File: src/rtl/bfx_pkg.sv
package bfx_pkg;
    typedef enum logic {
        ST_EMPTY  = 1'b0,
        ST_LOADED = 1'b1
    } bfx_state_e;
endpackage

File: src/rtl/bfx_shift.sv
// Right shift of the (already width-trimmed) source by the position byte.
module bfx_shift #(
    parameter int DATA_W = 64,
    parameter int SEL_W  = 8
) (
    input  logic [DATA_W-1:0] src,
    input  logic [SEL_W-1:0]  pos,
    output logic [DATA_W-1:0] shifted
);
    always_comb begin
        if (int'(pos) >= DATA_W) shifted = '0;
        else                     shifted = src >> pos;
    end
endmodule

File: src/rtl/bfx_signsel.sv
// Picks the fill bit: source bit at min(pos+len-1, msb), zero for len == 0.
module bfx_signsel #(
    parameter int DATA_W   = 64,
    parameter int NARROW_W = 32,
    parameter int SEL_W    = 8
) (
    input  logic [DATA_W-1:0] src,
    input  logic [SEL_W-1:0]  pos,
    input  logic [SEL_W-1:0]  len,
    input  logic              wide,
    input  logic              is_signed,
    output logic              fill_bit
);
    localparam int IDX_W = $clog2(DATA_W);
    localparam int SUM_W = SEL_W + 1;

    logic [SUM_W-1:0] top_sum;
    logic [SUM_W-1:0] msb_idx;
    logic [IDX_W-1:0] pick;

    always_comb begin
        top_sum = {1'b0, pos} + {1'b0, len} - SUM_W'(1);
        msb_idx = wide ? SUM_W'(DATA_W - 1) : SUM_W'(NARROW_W - 1);
        if (top_sum > msb_idx) pick = msb_idx[IDX_W-1:0];
        else                   pick = top_sum[IDX_W-1:0];
        if (!is_signed || len == '0) fill_bit = 1'b0;
        else                         fill_bit = src[pick];
    end
endmodule

File: src/rtl/bfx_fill.sv
// Keeps the low len bits of the shifted word, fills the rest up to the
// operand MSB with the fill bit, and clears lanes outside the operand.
module bfx_fill #(
    parameter int DATA_W   = 64,
    parameter int NARROW_W = 32,
    parameter int SEL_W    = 8
) (
    input  logic [DATA_W-1:0] shifted,
    input  logic [SEL_W-1:0]  len,
    input  logic              wide,
    input  logic              fill_bit,
    output logic [DATA_W-1:0] result
);
    for (genvar b = 0; b < DATA_W; b++) begin : g_bit
        logic keep;
        logic in_lane;
        assign keep = int'(len) > b;
        if (b < NARROW_W) begin : g_low
            assign in_lane = 1'b1;
        end else begin : g_high
            assign in_lane = wide;
        end
        assign result[b] = in_lane & (keep ? shifted[b] : fill_bit);
    end
endmodule

File: src/rtl/bfx_unit.sv
module bfx_unit #(
    parameter int DATA_W   = 64,
    parameter int NARROW_W = 32,
    parameter int OPND_W   = 32,
    parameter int SEL_W    = 8
) (
    input  logic              clk,
    input  logic              rst_n,
    input  logic              in_valid,
    input  logic [DATA_W-1:0] src_data,
    input  logic [OPND_W-1:0] pos_opnd,
    input  logic [OPND_W-1:0] len_opnd,
    input  logic              wide_sel,
    input  logic              signed_sel,
    output logic              res_valid,
    output logic [DATA_W-1:0] res_data
);
    import bfx_pkg::*;

    localparam int HI_W = DATA_W - NARROW_W;

    bfx_state_e        state_q, state_d;
    logic [SEL_W-1:0]  pos_b, len_b;
    logic [DATA_W-1:0] src_trim, shifted, next_res;
    logic              fill_bit;

    assign pos_b    = pos_opnd[SEL_W-1:0];
    assign len_b    = len_opnd[SEL_W-1:0];
    assign src_trim = wide_sel ? src_data : {{HI_W{1'b0}}, src_data[NARROW_W-1:0]};

    bfx_shift #(.DATA_W(DATA_W), .SEL_W(SEL_W)) u_shift (
        .src(src_trim), .pos(pos_b), .shifted(shifted)
    );

    bfx_signsel #(.DATA_W(DATA_W), .NARROW_W(NARROW_W), .SEL_W(SEL_W)) u_sign (
        .src(src_trim), .pos(pos_b), .len(len_b), .wide(wide_sel),
        .is_signed(signed_sel), .fill_bit(fill_bit)
    );

    bfx_fill #(.DATA_W(DATA_W), .NARROW_W(NARROW_W), .SEL_W(SEL_W)) u_fill (
        .shifted(shifted), .len(len_b), .wide(wide_sel),
        .fill_bit(fill_bit), .result(next_res)
    );

    always_comb begin
        unique case (state_q)
            ST_EMPTY:  state_d = in_valid ? ST_LOADED : ST_EMPTY;
            ST_LOADED: state_d = in_valid ? ST_LOADED : ST_EMPTY;
            default:   state_d = ST_EMPTY;
        endcase
    end

    always_ff @(posedge clk) begin
        if (!rst_n) state_q <= ST_EMPTY;
        else        state_q <= state_d;
    end

    always_ff @(posedge clk) begin
        if (!rst_n)        res_data <= '0;
        else if (in_valid) res_data <= next_res;
    end

    assign res_valid = (state_q == ST_LOADED);
endmodule

File: config.mk
export PLATFORM = sky130hd
export DESIGN_NAME = bfx_unit
export DESIGN_NICKNAME = d
export VERILOG_FILES = /design/src/rtl/bfx_pkg.sv /design/src/rtl/bfx_shift.sv /design/src/rtl/bfx_signsel.sv /design/src/rtl/bfx_fill.sv /design/src/rtl/bfx_unit.sv
export SDC_FILE = /design/constraint.sdc
export NUM_CORES = 1
export LEC_CHECK = 0
export ABC_AREA = 1
export ABC_CLOCK_PERIOD_IN_PS = 10100
export BUFFER_PORTS_ARGS = -buffer_cell sky130_fd_sc_hd__buf_2
export CAP_MARGIN = 15
export CORE_MARGIN = 1
export CORE_UTILIZATION = 50
export DETAILED_ROUTE_END_ITERATION = 12
export PLACE_DENSITY = 0.77
export SETUP_SLACK_MARGIN = 0.4
export SYNTH_ARGS = -nofsm -noshare
export SYNTH_HDL_FRONTEND = slang
export SYNTH_SLANG_ARGS = --single-unit
export TNS_END_PERCENT = 100
File: constraint.sdc
create_clock -name clk -period 10.1 [get_ports clk]
set_input_delay 1.01 -clock clk [delete_from_list [all_inputs] [get_ports clk]]
set_output_delay 1.01 -clock clk [all_outputs]
set_load 0.01 [all_outputs]
Yosys cells after proc, flatten, opt, wreduce, memory -nomap -nowiden
Cells that the tools add are included.
{"block": "totals", "wordCells": 179, "ff_bits": 65}
{"block": "classes", "addsub": 2, "shifts": 1, "bitwise": 32, "mux": 72, "reduce_logical": 3, "magnitude_cmp": 67}
{"op": "> comparator 8 x 6 -> 1 bit, second input constant", "count": 32}
{"op": "> comparator 8 x 5 -> 1 bit, second input constant", "count": 16}
{"op": "2-to-1 mux 64 bit", "count": 2}
{"op": "2-to-1 mux 1 bit", "count": 67}
{"op": "> comparator 8 x 4 -> 1 bit, second input constant", "count": 8}
{"op": "right shift 64 x 8 -> 64 bit", "count": 1}
{"op": "AND 1 bit", "count": 32}
{"op": "> comparator 8 x 3 -> 1 bit, second input constant", "count": 4}
{"op": "> comparator 8 x 1 -> 1 bit, second input constant", "count": 2}
{"op": "> comparator 8 x 2 -> 1 bit, second input constant", "count": 2}
{"op": "2-to-1 mux 6 bit", "count": 2}
{"op": "adder 8 x 8 -> 9 bit", "count": 1}
{"op": "> comparator 9 bit", "count": 1}
{"op": "subtractor 9 x 1 -> 9 bit, second input constant", "count": 1}
{"op": ">= comparator 8 x 7 -> 1 bit, second input constant", "count": 1}
{"op": "logical NOT 8 bit", "count": 1}
{"op": "less-than comparator 6 x 7 -> 1 bit, second input constant", "count": 1}
{"op": "binary-select mux 1 bit (select 6 bit)", "count": 1}
{"op": "logical NOT 1 bit", "count": 1}
{"op": "logical OR 1 bit", "count": 1}

Depth between registers and ports, before layout
Gate-level depths: netlist (run 1).
{"block": "logic_depth", "word_depth": 9, "mapped_depth": 35, "mapped_depth_nobuf": 30}

Hierarchy
Synthesis (run 1) repeated with hierarchy kept, for this count alone.
{"block": "hier_totals", "hier_cells": 2037, "hier_area_um2": 10386.2}
{"mod": "bfx_shift", "seq_area_each_um2": 0.0, "area_per_inst_um2": 4419.2, "cells_per_inst": 920, "instances": 1}
{"mod": "bfx_unit", "seq_area_each_um2": 1301.2, "area_per_inst_um2": 2904.0, "cells_per_inst": 475, "instances": 1}
{"mod": "bfx_signsel", "seq_area_each_um2": 0.0, "area_per_inst_um2": 1616.6, "cells_per_inst": 318, "instances": 1}
{"mod": "bfx_fill", "seq_area_each_um2": 0.0, "area_per_inst_um2": 1446.4, "cells_per_inst": 324, "instances": 1}

Least setup slack after synthesis (run 1)
OpenSTA, ideal clock, no wires.
{"block": "synth_timing", "path_kind": "input -> register", "from": "input port pos_opnd[0]", "to": "register res_data[30]", "setup_time_ns": 0.117, "path_slack_ns": 5.079, "n_path_buf": 6, "required_time_ns": 9.983, "cell_stages": 35, "arrival_time_ns": 4.904, "path_cell_list": "buf_2 clkinv_1 clkbuf_1 clkbuf_1 ha_1 inv_1 ha_1 fa_1 nand2_1 nand2_1 nand2_1 xnor2_1 ha_1 nand2_1 inv_1 nand2_1 nor2_1 nand3_1 nand2_1 inv_1 nor2_2 nand3_2 buf_2 o21ai_1 nand2_1 nand3_1 nand3_1 nand3_1 nand3_2 nand3_2 buf_6 buf_6 nor2_1 nor2_1 nor2_1"}
{"block": "synth_via", "elab_chain_cells": 8, "elab_cells_between_ends": 11}
{"element": "from (decl)", "line": "bfx_unit.sv:11", "rtl": "input logic [OPND_W-1:0] pos_opnd,"}
{"element": "adder 8 x 8 -> 9 bit", "line": "bfx_signsel.sv:22", "rtl": "top_sum = {1'b0, pos} + {1'b0, len} - SUM_W'(1);"}
{"element": "subtractor 9 x 1 -> 9 bit", "line": "bfx_signsel.sv:22"}
{"element": "> comparator 9 bit", "line": "bfx_signsel.sv:24", "rtl": "if (top_sum > msb_idx) pick = msb_idx[IDX_W-1:0];"}
{"element": "2-to-1 mux 6 bit", "line": "bfx_signsel.sv:24"}
{"element": "binary-select mux 1 bit (select 6 bit)", "line": "bfx_signsel.sv:27", "rtl": "else fill_bit = src[pick];"}
{"element": "2-to-1 mux 1 bit (implied by the code)", "line": "bfx_signsel.sv:27"}
{"element": "2-to-1 mux 1 bit", "line": "bfx_signsel.sv:26", "rtl": "if (!is_signed || len == '0) fill_bit = 1'b0;"}
{"element": "2-to-1 mux 1 bit *", "line": "bfx_fill.sv:23", "rtl": "assign result[b] = in_lane & (keep ? shifted[b] : fill_bit);"}
{"element": "to (signal assigned)", "line": "bfx_unit.sv:60", "rtl": "else if (in_valid) res_data <= next_res;"}
{"element": "to (decl)", "line": "bfx_unit.sv:16", "rtl": "output logic [DATA_W-1:0] res_data"}
Mark *: on every way between the ends. The rest lies on a longest branch, timed or not. The select of a mux whose other input is x is not followed.
A chain may end at the register's enable or synchronous reset.

Worst setup path after layout (run 1)
Same ends and word-level chain as after synthesis.

==> impl_metrics.py, run 1 <==
metrics = {
    "run_status": {
        "status": "finished clean",
    },
    "critical_path": {
        "slowest_delay_ns": 0.81,
        "reg2reg_to": "res_data[27]",
        "r2r-start": "res_data[27]",
        "crit_path_start_kind": "input pin",
        "r2r_slack_ns": 9.42,
        "critPathRequiredTime_ns": 10.33,
        "crit_type": "in2reg",
        "crit_top_cell": "nand2_1",
        "end_kind": "register",
        "cp_max_fo": 44,
        "critPathArrivalTime_ns": 6.95,
        "cp_slowest_cell": "clkinv_1",
        "reg2reg_depth": 2,
    },
    "detailed_routing": {
        "wl_met3_mm": 2.98,
        "via_count": 11300,
        "highest_layer": "met4",
        "wl_met2_mm": 13.8,
        "routedWlPerCell_um": 16.1,
        "wl_met1_mm": 13.1,
        "drc": 0,
        "ant_nets": 0,
        "firstDrtPassIters": 8,
        "drt-total-wl_mm": 31.2,
        "drtIter0Drc": 1409,
        "viasPerCell": 5.82,
    },
    "global_routing": {
        "grt_start_max_net_pins": 77,
        "grt_pass1_vias": 9783,
        "antenna_found_initial": 0,
        "grt.overflow.total": 0,
        "grt_pass1_wl_mm": 49.3,
        "grt.total_usage_pct": 34.7,
    },
    "floorplanning": {
        "die_h_um": 134,
        "initial_core_util_pct": 51.7,
        "fp.coreArea_um2": 16800,
        "num_rows": 47,
        "die_x_um": 134,
        "io_pins": 198,
        "die_area_um2": 17900,
    },
    "logic_synthesis": {
        "synth_edf_count": 0,
        "syn-cell-area_um2": 8670,
        "synth_fp_nets": 1816,
        "synth_top_cell_by_area": "nand2_1",
        "yosys_warnings": 0,
        "synthTopCellsByArea": "nand2_1 (23%), dfxtp_1 (15%), o21ai_0 (15%), nand3_1 (7.4%), nor2_1 (7.1%)",
        "synthDominantCellAreaShare_pct": 22.7,
        "ys_seq_area_share_pct": 15.0,
        "avgSynthCellArea_um2": 5.20,
        "ys_async_sr_fraction_pct": 0,
        "synth_cells": 1666,
        "synth.ff_latch_count": 65,
        "synth_ff_type": "dfxtp_1",
        "yosys.cell_types.count": 38,
    },
    "timing": {
        "hold_ws_ns": 0.461,
        "clock.fmax_mhz": 149,
        "worst_pin_slew_ns": 1.10,
        "final_max_slew_viol_count": 0,
        "post-route-period-util_pct": 66.6,
        "skew_ns": 0,
        "setup_violations": 0,
        "slew_headroom_pct": 26.3,
        "timing.setup.tns_ns": 0,
        "hold_viol_final": 0,
        "rsz0062_at_grt": "false",
        "setup_slack_ns": 3.37,
        "period_minus_slack_ns": 6.73,
    },
    "clock_tree": {
        "insertion_delay_ns": 0.34,
        "clkTransAtPathRegs_ns": 0.06,
        "tritoncts": "built",
        "cts_buffer_depth": 2,
        "post_cts_buffers": 0,
        "numCtsBuffers": 9,
        "cts_htree_levels": 3,
        "cts_resized": 0,
        "clock-sinks": 65,
        "holdBufCountCts": 0,
        "cts-root-buf": "clkbuf_16",
    },
    "hold_path": {
        "hold_start": "res_data[37]",
        "hold_path_class": "reg2reg",
        "worstHoldEndpoint": "res_data[37]",
        "whs_path_depth": 2,
    },
    "cells_and_area": {
        "diodes": 0,
        "design_area_um2": 9590,
        "fill_cells": 1828,
        "regArea_um2": 1300,
        "nets": 1863,
        "drive_above_1_share_pct": 11.5,
        "syn_to_final_growth_pct": 10.6,
        "multi_input_area_um2": 6310,
        "final_common_cell": "nand2_1",
        "final_cell_mix": "nand2_1 (525), o21ai_0 (253), nor2_1 (163), buf_2 (149), inv_1 (130)",
    },
    "power_and_ir_drop": {
        "powerDensity_nw_per_um2": 111,
        "p_clk_share_pct": 32.8,
        "p_leak_nw": 4.61,
        "irDropWorstVdd_uv": 87.0,
        "p_int_mw": 0.629,
        "switching_share_pct": 40.7,
        "p_sw_mw": 0.431,
        "seqPwrFrac_pct": 25.8,
        "combPwrFrac_pct": 41.4,
    },
    "placement": {
        "post-place-ws_ns": 2.92,
        "dpl_cell_area_um2": 9230,
        "hpwl_mm": 23.7,
        "numPortBuffers": 149,
        "finalWeightedCongestion": 1.04,
    },
    "run": {
        "cap_viol_max_count": 0,
    },
}
==> power groups by stage <==
stage               Clock, mW  Combinational [mW]  Sequential, mW
floorplan                   0               0.304           0.284
global placement            0               0.415           0.278
detailed placement          0               0.420           0.279
CTS                     0.350               0.422           0.273
global route            0.361               0.486           0.274
finish                  0.348               0.439           0.273
==> synthesized netlist by cell type, types with 2 or more instances <==
master	instances
a21oi_1	119
a22oi_1	8
a31oi_1	11
a41oi_1	2
buf_1	14
buf_2	10
buf_6	7
clkbuf_1	92
clkinv_1	5
dfxtp_1	65
ha_1	16
inv_1	130
inv_2	4
mux2i_1	13
nand2_1	525
nand2_2	3
nand3_1	129
nand3_2	4
nand4_1	6
nor2_1	163
nor3_1	6
o2111ai_1	15
o211ai_1	16
o21a_1	5
o21ai_0	253
o21ai_1	2
o221ai_1	3
o22ai_1	18
o311ai_0	3
o31ai_1	5
or2_2	7
==> routing by layer <==
layer | vias to the layer above | track usage [%]
met3 | 104 | 7.50
met2 | 538 | 54.7
met1 | 5034 | 45.2
li1 | 5612 | -
met5 | - | 0
met4 | 0 | 15.5
==> worst max-delay path, delay by kind of cell <==
family	cells	cell delay, ns
simple gates	20	3.05
xor+xnor	1	0.15
fa+ha+maj	4	1.20
buf+inv	6	1.49
==> sequential cells by signal, summed over array words and instances, names as in the netlist <==
register,flops
res_data,64
res_valid,1
==> area by class of cell <==
type / instances / share of cell area, %
repair buffers: 160 / 8.85
multi-input cells: 1338 / 65.8
flip-flops and latches: 65 / 13.6
well taps: 220 / 2.87
inverters: 139 / 5.44
clock inverters: 4 / 0.783
clock buffers: 12 / 2.67
==> cells by family after synthesis <==
kind of cell	synth area share, %
and+or+nand+nor	39.6
AOI/OAI and AO/OA	29.1
buffers and inverters	12.2
DFF	15.0
adders and majority gates	2.54
muxes	1.50
xor gates and xnor gates	0.101
==> worst max path at each step <==
stage / depth (start not counted) / slack, ns / end / start
after global routing: 32 / 2.88 / res_data[36] / pos_opnd[0]
after floorplan: 35 / 5.08 / res_data[30] / pos_opnd[0]
after detailed placement: 31 / 2.92 / res_data[24] / pos_opnd[0]
after global placement: 31 / 3.04 / res_data[30] / pos_opnd[0]
final: 31 / 3.37 / res_data[30] / pos_opnd[0]
after CTS: 31 / 3.25 / res_data[24] / pos_opnd[0]
==> through the flow <==
step	util [%]	instances	total power [mW]
floorplan	-	1666	0.588
detailed placement	55.1	1921	0.699
CTS	57.1	1937	1.05
finish	57.2	1938	1.06
global placement	55.1	1921	0.694
global route	57.2	1938	1.12
No activity file was read; power rests on OpenSTA's default activity.
==> run 2, diff against run 1 <==
- ABC_CLOCK_PERIOD_IN_PS: 10100 -> 6800
- clock period: 10.1 -> 6.8 ns (I/O delays scaled with it)
==> impl_metrics.py, run 2 (synthesized netlist as in run 1, its figures left out) <==
metrics = {
    "critical_path": {
        "slowest_delay_ns": 0.70,
        "end_kind": "register",
        "crit_type": "in2reg",
        "cp_max_fo": 58,
        "critPathRequiredTime_ns": 7.02,
        "critPathArrivalTime_ns": 5.83,
        "crit_top_cell": "nand2_1",
        "cp_slowest_cell": "buf_2",
        "crit_path_start_kind": "input pin",
    },
    "global_routing": {
        "grt_pass1_vias": 10100,
        "grt_pass1_wl_mm": 51.2,
        "grt_start_max_net_pins": 76,
        "antenna_found_initial": 1,
        "grt.overflow.total": 0,
        "grt.total_usage_pct": 36.3,
    },
    "cells_and_area": {
        "largest_register_ffs": 64,
        "fill_cells": 1894,
        "final_common_cell": "nand2_1",
        "drive_above_1_share_pct": 11.8,
        "syn_to_final_growth_pct": 10.7,
        "diodes": 0,
        "nets": 1869,
        "largest_register": "res_data",
        "final_util_pct": 57.2,
        "final_cell_mix": "nand2_1 (525), o21ai_0 (253), nor2_1 (163), buf_2 (149), inv_1 (130)",
        "final_cells": 1944,
    },
    "timing": {
        "setup_violations": 0,
        "worst_pin_slew_ns": 1.10,
        "period_minus_slack_ns": 5.61,
        "clock.fmax_mhz": 178,
        "final_max_slew_viol_count": 0,
        "hold_viol_final": 0,
        "rsz0062_at_grt": "false",
        "post-route-period-util_pct": 82.5,
        "timing.setup.tns_ns": 0,
        "slew_headroom_pct": 26.6,
        "skew_ns": 0,
    },
    "detailed_routing": {
        "via_count": 11300,
        "drtIter0Drc": 1310,
        "ant_nets": 0,
        "firstDrtPassIters": 6,
        "routedWlPerCell_um": 16.7,
        "drt-total-wl_mm": 32.5,
        "drc": 0,
        "viasPerCell": 5.83,
    },
    "clock_tree": {
        "cts_htree_levels": 3,
        "cts-root-buf": "clkbuf_16",
        "insertion_delay_ns": 0.33,
        "cts_resized": 0,
        "clkTransAtPathRegs_ns": 0.06,
        "numCtsBuffers": 9,
        "cts_buffer_depth": 2,
        "holdBufCountCts": 0,
        "clock-sinks": 65,
        "post_cts_buffers": 0,
        "tritoncts": "built",
    },
    "placement": {
        "finalWeightedCongestion": 1.04,
        "numPortBuffers": 149,
        "hpwl_mm": 24.9,
        "placed_cells": 1928,
    },
    "run_status": {
        "status": "finished clean",
    },
    "power_and_ir_drop": {
        "irDropWorstVdd_uv": 142,
        "p_leak_nw": 4.64,
        "powerDensity_nw_per_um2": 160,
    },
    "floorplanning": {
        "die_area_um2": 17900,
        "die_h_um": 134,
        "die_x_um": 134,
        "io_pins": 198,
        "fp.coreArea_um2": 16800,
        "initial_core_util_pct": 51.7,
        "num_rows": 47,
    },
    "run": {
        "cap_viol_max_count": 0,
    },
    "hold_path": {
        "hold_path_class": "reg2reg",
    },
}
[run 2: critical path, delay by kind of cell]
kind	cells	cell delay, ns
xor+xnor	1	0.09
fa+ha+maj	3	1.01
buf+inv	6	1.23
simple gates	20	2.78
[run 2: metrics by stage]
stage          hold slack (ns)  cell area, um^2  worst slack, ns  total power [mW]
2_1_floorplan            0.490             8670             2.11             0.873
3_3_place_gp             0.451             9300             1.05              1.05
3_5_place_dp             0.452             9300             1.01              1.05
4_1_cts                  0.461             9590             1.32              1.52
5_1_grt                  0.483             9590            0.687              1.63
6_report                 0.459             9590             1.19              1.53
[run 2: area by class of cell]
cell class	instances	area, um^2	share of cell area (%)
tap	220	275	2.87
clock inverter	7	71.3	0.743
clock buffer	9	225	2.35
inverter	139	522	5.44
multi-input combinational	1338	6310	65.8
timing repair buffer	166	886	9.23
sequential	65	1300	13.6
[run 2: per-layer routing]
| layer | routed length (um) | up-vias | global-route usage [%] |
|---|---|---|---|
| li1 | - | 5617 | - |
| met4 | 1260 | 2 | 14.8 |
| met1 | 13600 | 5051 | 46.9 |
| met5 | 11 | - | 0 |
| met3 | 3250 | 92 | 8.22 |
| met2 | 14400 | 563 | 58.0 |
[run 2: power by group]
group | leakage [nW] | internal, mW | switching (mW) | total [mW]
Sequential | 0.532 | 0.398 | 0.00757 | 0.405
Combinational | 3.96 | 0.197 | 0.463 | 0.660
Clock | 0.149 | 0.284 | 0.182 | 0.466
Total | 4.64 | 0.878 | 0.653 | 1.53
[run 2: final timing paths]
path | startpoint | end | slack, ns | cells past startpoint
worst max register to register | res_data[29] | res_data[29] | 6.15 | 2
worst min-delay path | res_data[35] | res_data[35] | 0.46 | 2
worst max-delay path | pos_opnd[2] | res_data[7] | 1.19 | 30
worst min register to register | res_data[35] | res_data[35] | 0.46 | 2
==> run 3, diff against run 2 <==
- ABC_AREA: 1 -> 0
- ABC_CLOCK_PERIOD_IN_PS: 6800 -> 4900
- PLACE_DENSITY: 0.77 -> 0.8
- clock period: 6.8 -> 4.9 ns (I/O delays scaled with it)
==> impl_metrics.py, run 3 <==
metrics = {
    "run_status": {
        "status": "finished clean",
    },
    "timing": {
        "hold_viol_final": 0,
        "rsz0062_at_grt": "false",
        "post-route-period-util_pct": 89.0,
        "period_minus_slack_ns": 4.36,
        "skew_ns": 0,
        "setup_slack_ns": 0.538,
        "worst_pin_slew_ns": 0.990,
        "hold_ws_ns": 0.473,
        "final_max_slew_viol_count": 0,
        "setup_violations": 0,
        "slew_headroom_pct": 33.8,
        "clock.fmax_mhz": 229,
        "timing.setup.tns_ns": 0,
    },
    "cells_and_area": {
        "largest_register_ffs": 64,
        "final_common_cell": "buf_2",
        "drive_above_1_share_pct": 28.1,
        "largest_register": "res_data",
        "syn_to_final_growth_pct": 16.4,
        "nets": 1338,
        "final_cell_mix": "buf_2 (148), o21ai_0 (135), nand2_1 (108), nor2_1 (93), a21oi_1 (82)",
        "design_area_um2": 9680,
        "fill_cells": 1479,
        "multi_input_area_um2": 6510,
        "regArea_um2": 1300,
    },
    "power_and_ir_drop": {
        "powerDensity_nw_per_um2": 227,
        "irDropWorstVdd_uv": 211,
        "p_leak_nw": 3.78,
        "power_mw": 2.20,
    },
    "clock_tree": {
        "cts_htree_levels": 3,
        "insertion_delay_ns": 0.34,
        "clock-sinks": 65,
        "tritoncts": "built",
        "numCtsBuffers": 9,
        "holdBufCountCts": 0,
        "cts-root-buf": "clkbuf_16",
        "cts_buffer_depth": 2,
        "clkTransAtPathRegs_ns": 0.05,
    },
    "detailed_routing": {
        "routedWlPerCell_um": 23.2,
        "drc": 0,
        "drt-total-wl_mm": 32.8,
        "via_count": 9673,
        "firstDrtPassIters": 6,
        "drtIter0Drc": 1672,
        "ant_nets": 0,
        "viasPerCell": 6.86,
    },
    "global_routing": {
        "grt.overflow.total": 0,
        "busiest_layer": "met2",
        "grt.total_usage_pct": 38.8,
        "use_met2_pct": 61.5,
        "grt_start_max_net_pins": 67,
        "antenna_found_initial": 1,
        "met3_usage_pct": 7.78,
        "grt_pass1_vias": 8610,
        "use_met1_pct": 51.1,
        "grt_pass1_wl_mm": 49.6,
    },
    "critical_path": {
        "reg2reg_to": "res_data[10]",
        "cp_max_fo": 8,
        "end_kind": "register",
        "r2r-start": "res_data[10]",
        "crit_type": "in2reg",
        "reg2reg_depth": 1,
        "critPathArrivalTime_ns": 4.58,
        "r2r_slack_ns": 4.12,
        "critPathRequiredTime_ns": 5.12,
        "crit_path_start_kind": "input pin",
    },
    "floorplanning": {
        "io_pins": 198,
        "num_rows": 46,
        "die_area_um2": 17200,
        "initial_core_util_pct": 51.8,
        "die_h_um": 131,
        "die_x_um": 131,
        "fp.coreArea_um2": 16100,
    },
    "logic_synthesis": {
        "avgSynthCellArea_um2": 7.66,
        "synth_most_common_cell": "o21ai_0",
        "synth_ff_type": "dfxtp_1",
        "netlist_top_cells_count": "o21ai_0 (135), nand2_1 (108), nor2_1 (93)",
        "yosys_warnings": 0,
        "synth_edf_count": 0,
        "synthTopCellsByArea": "mux4_2 (18%), dfxtp_1 (16%), o21ai_0 (8.1%), a21oi_1 (5.0%), nand2_1 (4.9%)",
        "synth_top_cell_by_area": "mux4_2",
        "synthDominantCellAreaShare_pct": 18.4,
        "synth_cells": 1085,
        "ys_seq_area_share_pct": 15.6,
        "synth_fp_nets": 1235,
        "ys_async_sr_fraction_pct": 0,
        "yosys.cell_types.count": 72,
        "synth.ff_latch_count": 65,
        "syn-cell-area_um2": 8320,
    },
    "hold_path": {
        "worstHoldEndpoint": "res_data[20]",
        "hold_start": "res_data[20]",
        "hold_path_class": "reg2reg",
        "whs_path_depth": 1,
    },
    "placement": {
        "hpwl_mm": 25.4,
        "dpl_cell_area_um2": 9270,
        "post-place-ws_ns": 0.0311,
        "finalWeightedCongestion": 1.01,
        "numPortBuffers": 149,
    },
    "run": {
        "cap_viol_max_count": 0,
    },
}
[run 3: kinds of logic (layout without fill, tap and decap cells)]
| family | after synthesis | after routing | share of synthesized area, % |
|---|---|---|---|
| DFF | 65 | 65 | 15.6 |
| and+or+nand+nor | 353 | 353 | 19.5 |
| other | 0 | 1 | 0 |
| AOI/OAI and AO/OA | 385 | 385 | 29.6 |
| adders and majority gates | 17 | 17 | 2.65 |
| buffers and inverters | 138 | 246 | 6.77 |
| muxes | 124 | 124 | 25.5 |
| xor gates and xnor gates | 3 | 3 | 0.316 |
[run 3: area by class of cell]
type                            count  share of cell area, %
Sequential cell                    65                   13.4
Clock buffer                       12                   2.65
Antenna cell                        1                 0.0259
Tap cell                          216                   2.79
Timing Repair Buffer              195                   11.9
Multi-Input combinational cell    882                   67.3
Inverter                           35                   1.36
Clock inverter                      4                  0.530
[run 3: how the worst max path moves through the flow]
stage | startpoint | to | slack, ns | depth (start not counted)
2_1_floorplan | pos_opnd[2] | res_data[11] | 0.44 | 19
3_3_place_gp | len_opnd[1] | res_data[54] | 0.14 | 18
3_5_place_dp | len_opnd[1] | res_data[53] | 0.03 | 18
4_1_cts | len_opnd[1] | res_data[11] | 0.56 | 21
5_1_grt | len_opnd[3] | res_data[9] | 0.38 | 20
6_report | len_opnd[3] | res_data[33] | 0.54 | 19
[run 3: timing repair]
item | in CTS | in global routing
buffers inserted | 2 | 1
pin swaps | 1 | 6
gates resized for setup | 0 | 9
endpoints found under the setup margin | 8 | 26
[run 3: critical path: stages]
cell and delay (ns):
buf_2 0.17, clkinv_1 0.18, ha_1 0.31, inv_1 0.04, ha_1 0.38, a21o_1 0.24, a21oi_2 0.16, xnor2_1 0.10
ha_1 0.29, nand3_1 0.12, o41ai_4 0.44, o2111ai_4 0.24, buf_4 0.22, a2111oi_2 0.34, nor3_4 0.10, o31ai_4 0.10
buf_4 0.18, nor2_1 0.13, a221o_1 0.33
[run 3: where the power goes]
| part | internal, mW | switching (mW) | leakage, nW |
|---|---|---|---|
| Sequential | 0.547 | 0.00905 | 0.529 |
| Combinational | 0.394 | 0.586 | 3.10 |
| Clock | 0.421 | 0.244 | 0.149 |
| Total | 1.36 | 0.839 | 3.78 |
[run 3: metal layers]
layer  share of wire, %  routed length [um]
met5                  0                   0
met1                 40               13000
met2                 45               14800
met4                4.3                1390
met3                 11                3610
[run 3: per-stage QoR]
step           utilization [%]  cells
3_3_place_gp              57.7   1389
5_1_grt                   60.3   1410
4_1_cts                   59.7   1407
6_report                  60.3   1410
2_1_floorplan                -   1085
3_5_place_dp              57.7   1389
